`config.mk`:
```
export PLATFORM = sky130hd
export DESIGN_NAME = irq_l2_agg
export DESIGN_NICKNAME = d
export VERILOG_FILES = /design/src/rtl/irq_l2_pkg.sv /design/src/rtl/irq_l2_sync.sv /design/src/rtl/irq_l2_regs.sv /design/src/rtl/irq_l2_route.sv /design/src/rtl/irq_l2_agg.sv
export SDC_FILE = /design/constraint.sdc
export NUM_CORES = 1
export LEC_CHECK = 0
export BUFFER_PORTS_ARGS = -buffer_cell sky130_fd_sc_hd__buf_4
export CAP_MARGIN = 0
export CORE_MARGIN = 1
export CORE_UTILIZATION = 40
export DETAILED_ROUTE_END_ITERATION = 16
export MAX_ROUTING_LAYER = met4
export PLACE_DENSITY = 0.68
export RECOVER_POWER = 50
export SLEW_MARGIN = 40
export SYNTH_ARGS = -nofsm -noshare
export SYNTH_HDL_FRONTEND = slang
export SYNTH_HIERARCHICAL = 1
export SYNTH_SLANG_ARGS = --single-unit
```
`constraint.sdc`:
```
create_clock -name clk_i -period 3.1 [get_ports clk_i]
set_clock_uncertainty 0.2 [all_clocks]
set_input_delay 0.31 -clock clk_i [delete_from_list [all_inputs] [get_ports clk_i]]
set_output_delay 0.31 -clock clk_i [all_outputs]
set_load 0.02 [all_outputs]
```
`src/rtl/irq_l2_pkg.sv`:
```
`timescale 1ns/1ps
package irq_l2_pkg;
    localparam int WORD_W = 32;

    typedef logic [WORD_W-1:0] word_t;

    // Register state of the aggregator
    typedef struct packed {
        word_t enable;
        word_t status;
    } regs_t;

    // Two synchronizer stages
    typedef struct packed {
        word_t s1;
        word_t s2;
    } sync_t;
endpackage

```
`src/rtl/irq_l2_sync.sv`:
```
`timescale 1ns/1ps
module irq_l2_sync
    import irq_l2_pkg::*;
(
    input  logic  clk_i,
    input  logic  rst_ni,
    input  word_t async_i,
    output word_t sync_o
);
    sync_t st_d, st_q;

    always_comb begin
        st_d    = st_q;
        st_d.s1 = async_i;
        st_d.s2 = st_q.s1;
    end

    always_ff @(posedge clk_i) begin
        if (!rst_ni) st_q <= '0;
        else         st_q <= st_d;
    end

    assign sync_o = st_q.s2;
endmodule

```
`src/rtl/irq_l2_regs.sv`:
```
`timescale 1ns/1ps
module irq_l2_regs
    import irq_l2_pkg::*;
#(
    parameter word_t CONN_MASK = 32'h0000_0FF8
) (
    input  logic  clk_i,
    input  logic  rst_ni,
    input  word_t src_sync_i,
    input  logic  wr_i,
    input  logic  sel_status_i,
    input  word_t wdata_i,
    output word_t enable_o,
    output word_t status_o,
    output word_t rdata_o
);
    regs_t r_d, r_q;
    word_t clr_mask;

    always_comb begin
        r_d      = r_q;
        clr_mask = '0;
        if (wr_i && !sel_status_i) r_d.enable = wdata_i & CONN_MASK;
        if (wr_i &&  sel_status_i) clr_mask   = wdata_i;
        r_d.status = (r_q.status | (src_sync_i & CONN_MASK)) & ~clr_mask;
    end

    always_ff @(posedge clk_i) begin
        if (!rst_ni) r_q <= '0;
        else         r_q <= r_d;
    end

    assign enable_o = r_q.enable;
    assign status_o = r_q.status;
    assign rdata_o  = sel_status_i ? r_q.status : r_q.enable;
endmodule

```
`src/rtl/irq_l2_route.sv`:
```
`timescale 1ns/1ps
module irq_l2_route
    import irq_l2_pkg::*;
#(
    parameter int                      NOUT       = 2,
    parameter logic [NOUT-1:0][WORD_W-1:0] GROUP_MASK = {32'h0000_0140, 32'h0000_0EB8},
    parameter bit                      WAKE_EN    = 1'b1
) (
    input  logic            clk_i,
    input  logic            rst_ni,
    input  word_t           status_i,
    input  word_t           enable_i,
    output logic [NOUT-1:0] grp_o,
    output logic            wake_o
);
    typedef struct packed {
        logic [NOUT-1:0] grp;
        logic            wake;
    } out_t;

    out_t o_d, o_q;
    word_t live;

    always_comb begin
        live = status_i & enable_i;
        o_d  = o_q;
        for (int k = 0; k < NOUT; k++) begin
            o_d.grp[k] = |(live & GROUP_MASK[k]);
        end
        o_d.wake = 1'b0;
        if (WAKE_EN) o_d.wake = |live;
    end

    always_ff @(posedge clk_i) begin
        if (!rst_ni) o_q <= '0;
        else         o_q <= o_d;
    end

    assign grp_o  = o_q.grp;
    assign wake_o = o_q.wake;
endmodule

```
`src/rtl/irq_l2_agg.sv`:
```
`timescale 1ns/1ps
module irq_l2_agg
    import irq_l2_pkg::*;
#(
    parameter int                      NOUT       = 2,
    parameter logic [NOUT-1:0][WORD_W-1:0] GROUP_MASK = {32'h0000_0140, 32'h0000_0EB8},
    parameter logic [WORD_W-1:0]       FWD_MASK   = 32'h0000_0007,
    parameter bit                      WAKE_EN    = 1'b1
) (
    input  logic             clk_i,
    input  logic             rst_ni,
    input  logic [31:0]      src_i,
    input  logic             reg_wr_i,
    input  logic [2:0]       reg_addr_i,
    input  logic [31:0]      reg_wdata_i,
    output logic [31:0]      reg_rdata_o,
    output logic [NOUT-1:0]  grp_irq_o,
    output logic [31:0]      fwd_irq_o,
    output logic             wake_o
);
    function automatic word_t conn_mask_f();
        word_t m = '0;
        for (int k = 0; k < NOUT; k++) m = m | GROUP_MASK[k];
        return m & ~FWD_MASK;
    endfunction

    localparam word_t CONN_MASK = conn_mask_f();

    word_t src_sync;
    word_t enable_w;
    word_t status_w;
    logic  wr_ok;

    // Only word-aligned accesses reach the registers
    assign wr_ok = reg_wr_i && (reg_addr_i[1:0] == 2'b00);

    irq_l2_sync u_sync (
        .clk_i  (clk_i),
        .rst_ni (rst_ni),
        .async_i(src_i),
        .sync_o (src_sync)
    );

    irq_l2_regs #(.CONN_MASK(CONN_MASK)) u_regs (
        .clk_i       (clk_i),
        .rst_ni      (rst_ni),
        .src_sync_i  (src_sync),
        .wr_i        (wr_ok),
        .sel_status_i(reg_addr_i[2]),
        .wdata_i     (reg_wdata_i),
        .enable_o    (enable_w),
        .status_o    (status_w),
        .rdata_o     (reg_rdata_o)
    );

    irq_l2_route #(
        .NOUT      (NOUT),
        .GROUP_MASK(GROUP_MASK),
        .WAKE_EN   (WAKE_EN)
    ) u_route (
        .clk_i   (clk_i),
        .rst_ni  (rst_ni),
        .status_i(status_w),
        .enable_i(enable_w),
        .grp_o   (grp_irq_o),
        .wake_o  (wake_o)
    );

    // Bypass muxes: a forwarded source goes straight from its synchronizer
    for (genvar i = 0; i < WORD_W; i++) begin : g_fwd
        if (FWD_MASK[i]) begin : g_on
            assign fwd_irq_o[i] = src_sync[i];
        end else begin : g_off
            assign fwd_irq_o[i] = 1'b0;
        end
    end
endmodule

```
=== Word level (Yosys, flattened, before mapping) ===
Cells that the tools add are included.

* Register bits: 68
* Logic and storage cells: 20

* Mux-type cells: 2
* Bitwise gates (word level): 4
* Reductions and logical operators: 8

{| class="wikitable"
|+ Operators by type and width
! operator !! number
|-
| 32-bit 2-to-1 mux || 2
|-
| 32-bit by 12-bit bitwise AND with 32-bit output || 1
|-
| 32-bit bitwise AND || 1
|-
| 32-bit NOT || 1
|-
| 32-bit by 12-bit OR with 32-bit output || 1
|-
| 32-bit OR reduction || 1
|-
| 7-bit OR reduction || 1
|-
| 1-bit logical AND || 3
|-
| 2-bit zero test || 1
|-
| 2-bit OR reduction || 1
|-
| 1-bit zero test || 1
|}

=== Depth between registers and ports, before layout ===
* Word-level depth: 6
* Depth in mapped cells: 5
* Depth with buffers taken out: 4

=== By module ===
Netlist, hierarchy kept.

{| class="wikitable"
|+ By module, submodules not included
! module !! times used !! cells an instance !! area an instance (um^2)
|-
| irq_l2_regs || 1 || 204 || 1838.0
|-
| irq_l2_sync || 1 || 134 || 1791.7
|-
| irq_l2_route || 1 || 24 || 245.2
|-
| irq_l2_agg || 1 || 31 || 234.0
|}

=== Worst setup path before layout ===
No wires, ideal clock.

* Path type: input-to-output
* Start point: in reg_addr_i[2]
* End point: out reg_rdata_o[10]
* Data arrival time: 0.833 ns
* Required time: 2.590 ns
* Slack: 1.757 ns
* Stages on the path: 2
* Path buffers: 1
* Cells stage by stage: buf_4 mux2_2

* Longest elaborated chain between the ends: 1

{| class="wikitable"
|+ RTL lines
! what !! RTL line !! RTL
|-
| start: declaration || irq_l2_agg.sv:14 || <nowiki>input logic [2:0] reg_addr_i,</nowiki>
|-
| 32-bit 2-to-1 mux || irq_l2_regs.sv:35 || <nowiki>assign rdata_o = sel_status_i ? r_q.status : r_q.enable;</nowiki>
|-
| end: declaration || irq_l2_agg.sv:16 || <nowiki>output logic [31:0] reg_rdata_o,</nowiki>
|}

Every way passes these cells.

=== Worst setup path after layout ===
* Start point: in reg_addr_i[2]
* End point: reg u_regs.r_q, in the netlist u_regs/status_o[27]

* Longest elaborated chain between the ends: 4

{| class="wikitable"
|+ RTL lines
! what !! RTL line !! RTL
|-
| 1-bit logical AND || irq_l2_regs.sv:24 || <nowiki>if (wr_i && sel_status_i) clr_mask = wdata_i;</nowiki>
|-
| 32-bit 2-to-1 mux || irq_l2_regs.sv:24 ||
|-
| 32-bit NOT || irq_l2_regs.sv:25 || <nowiki>r_d.status = (r_q.status | (src_sync_i & CONN_MASK)) & ~clr_mask;</nowiki>
|-
| 32-bit bitwise AND || irq_l2_regs.sv:25 ||
|-
| end signal: assignment || irq_l2_regs.sv:30 || <nowiki>else r_q <= r_d;</nowiki>
|-
| end: declaration || irq_l2_regs.sv:17 || <nowiki>regs_t r_d, r_q;</nowiki>
|}

Every way passes these cells.
A chain may end at the register's enable or synchronous reset.

==> flow_summary_export.csv <==
group,metric,value,unit
pwr,p_comb_share,10.4,%
cts,clk_pin_slew_worst_paths,70,ps
sta,whs,247,ps
finish,n_fill_cell,666,
finish,final_cells,539,
routing,drcViolationCount,0,
pwr,ir_drop,332,uV
routing,drtIter0Drc,54,
cts,clockBufferDepth,2,
sta,finalCriticalPeriod,1680,ps
sta,hold_viol,0,
sta,max_freq,595,MHz
flow_run,maxCapViolations,0,
floorplan,die_h,88.6,um
placement,io_buffers,87,
finish,multi_input_area,0.00132,sq mm
placement,preCtsSetupSlack,1040,ps
status,status,"completed",
worst_setup_path,start_kind,"input pin",
cts,cts.sinks,68,
global_routing,grt_overflow,0,
sta,finalSetupViolCount,0,
floorplan,io-pin-count,137,
cts,ctsHtreeMaxLevel,3,
sta,tns,0,ps
cts,clock_latency,340,ps
worst_setup_path,worstSetupPathType,"in -> reg",
placement,hpwl,3820,um
finish,seq_area,0.00136,sq mm
sta,tightest_slew,1290,ps
sta,max-slew-margin-rel,13.9,%
routing,wl,6060,um
routing,post_drt_wl_per_cell,11.2,um
worst_setup_path,cpMostUsedCell,"buf_4",
worst_setup_path,crit_required,3120,ps
placement,place_area,0.00347,sq mm
sta,rsz0062_at_grt,"no",
cts,cts_made_buffers,9,
worst_setup_path,crit_arrival,1700,ps
logic_synthesis,netlist_area,0.00300,sq mm
worst_setup_path,cp-end-kind,"flip-flop",
worst_setup_path,critPathTopFamily,"buffers and inverters",
sta,final.setup.worst_slack,1420,ps
global_routing,first_global_vias,2120,
logic_synthesis,syn_area_per_cell,9.64,sq um
routing,num_vias,2265,
sta,min_period_over_period,54.2,%
finish,drive_gt1_share,33.2,%
logic_synthesis,synthCells,311,
worst_setup_path,path_cells,"buf_4 > and2_1 > buf_4 > a21oi_1",
floorplan,num_rows,31,
floorplan,die_w,88.6,um
finish,area_delta_synth_final,37.9,%
cts,cts_resized,0,
routing,drtPass1Iterations,4,
finish,utilization,57.0,%
finish,antenna_cells,0,
sta,finalMaxSlewViolations,0,
global_routing,grt_pass1_wl,9270,um
pwr,power.static_leakage,1.86,nW
pwr,seqPwrFrac,45.2,%
global_routing,track_usage,16.3,%
placement,dp_cells,479,
floorplan,start_util,41.3,%
cts,cts-root-buf,"clkbuf_8",
floorplan,die-area,0.00784,sq mm
worst_setup_path,crit_buf_inv,2,
routing,vias_per_cell,4.20,
logic_synthesis,yosys_warnings,6,
worst_setup_path,slowest_delay,560,ps
pwr,switchingPower,0.446,mW
routing,ant_nets,0,
placement,place_congestion,0.709,
pwr,pwr-share-clk,44.4,%
global_routing,grt_max_degree,78,
hold_path,hold_class,"reg -> reg",
floorplan,core_area,0.00725,sq mm
pwr,total_power,2.01,mW
pwr,swShare,22.2,%
finish,final_cell_area,0.00414,sq mm
worst_setup_path,crit_slowest_cell,"and2_1",
finish,nets,505,
global_routing,antenna_found_initial,0,
worst_setup_path,critPathMaxFanout,34,
pwr,internal-power,1.56,mW
cts,cts_tree,"built",
pwr,powerDensity,485,mW/mm^2
==> worst register-to-register path, cell delays in order, from the launching register on <==
cell      delay [ps]
dfxtp_1          330
a222oi_1         400
nand3_1          190
o31a_1           320
==> power by group through the flow <==
stage	combinational [mW]	sequential [mW]	clock (mW)
6_report	0.209	0.906	0.891
5_1_grt	0.228	0.908	0.959
4_1_cts	0.209	0.906	0.917
3_5_place_dp	0.165	0.926	0
3_3_place_gp	0.163	0.925	0
2_1_floorplan	0.145	0.926	0
==> layout by cell type (no fill, tap or decap), types with 2 or more instances in the layout <==
cell / count
dfxtp_1: 68
nor2b_1: 2
a22oi_1: 5
nand2_1: 41
nand4_1: 2
clkbuf_8: 10
dlygate4sd3_1: 44
conb_1: 52
bufinv_16: 3
mux2i_1: 9
clkbuf_1: 6
o21ai_0: 9
a22o_1: 4
a21oi_2: 10
buf_4: 82
and2_2: 24
a222oi_1: 2
a221oi_2: 3
mux2_2: 9
and2_1: 25
a21oi_1: 22
==> worst paths after layout <==
check	startpoint	to	slack (ps)	cells past startpoint
setup / recovery	reg_addr_i[2]	u_regs/status_o[27]	1420	4
hold reg to reg	u_sync/st_d[1]	u_sync/sync_o[1]	250	1
hold / removal	u_sync/st_d[1]	u_sync/sync_o[1]	250	1
setup reg to reg	u_regs/status_o[10]	u_route/wake_o	1560	3
==> layout make-up <==
cell class	instances	area share, %
Tap cell	99	3.00
Timing Repair Buffer	133	26.2
Clock inverter	6	2.69
Sequential cell	68	32.9
Clock buffer	10	3.33
Multi-Input combinational cell	223	31.9
==> flip-flops by register name (all words and copies together), names as in the netlist <==
name             flops
u_regs/enable_o      9
u_route/wake_o       1
u_sync/st_d         12
u_regs/status_o     32
u_sync/sync_o       12
u_route/grp_o        2
==> per-layer routing <==
layer | vias to the layer above | GRT usage [%] | part of all wire [%]
met1 | 1011 | 17.9 | 45
met2 | 77 | 27.5 | 48
met4 | 0 | 5.72 | 0.84
li1 | 1172 | - | -
met3 | 5 | 5.60 | 6.3
met5 | - | - | 0
==> timing repair <==
item                      in CTS  in global routing
buffers inserted               0                  0
hold endpoints to repair      44                  0
hold buffers                  44                  0
Note: power is estimated with default switching activity, not from simulation.
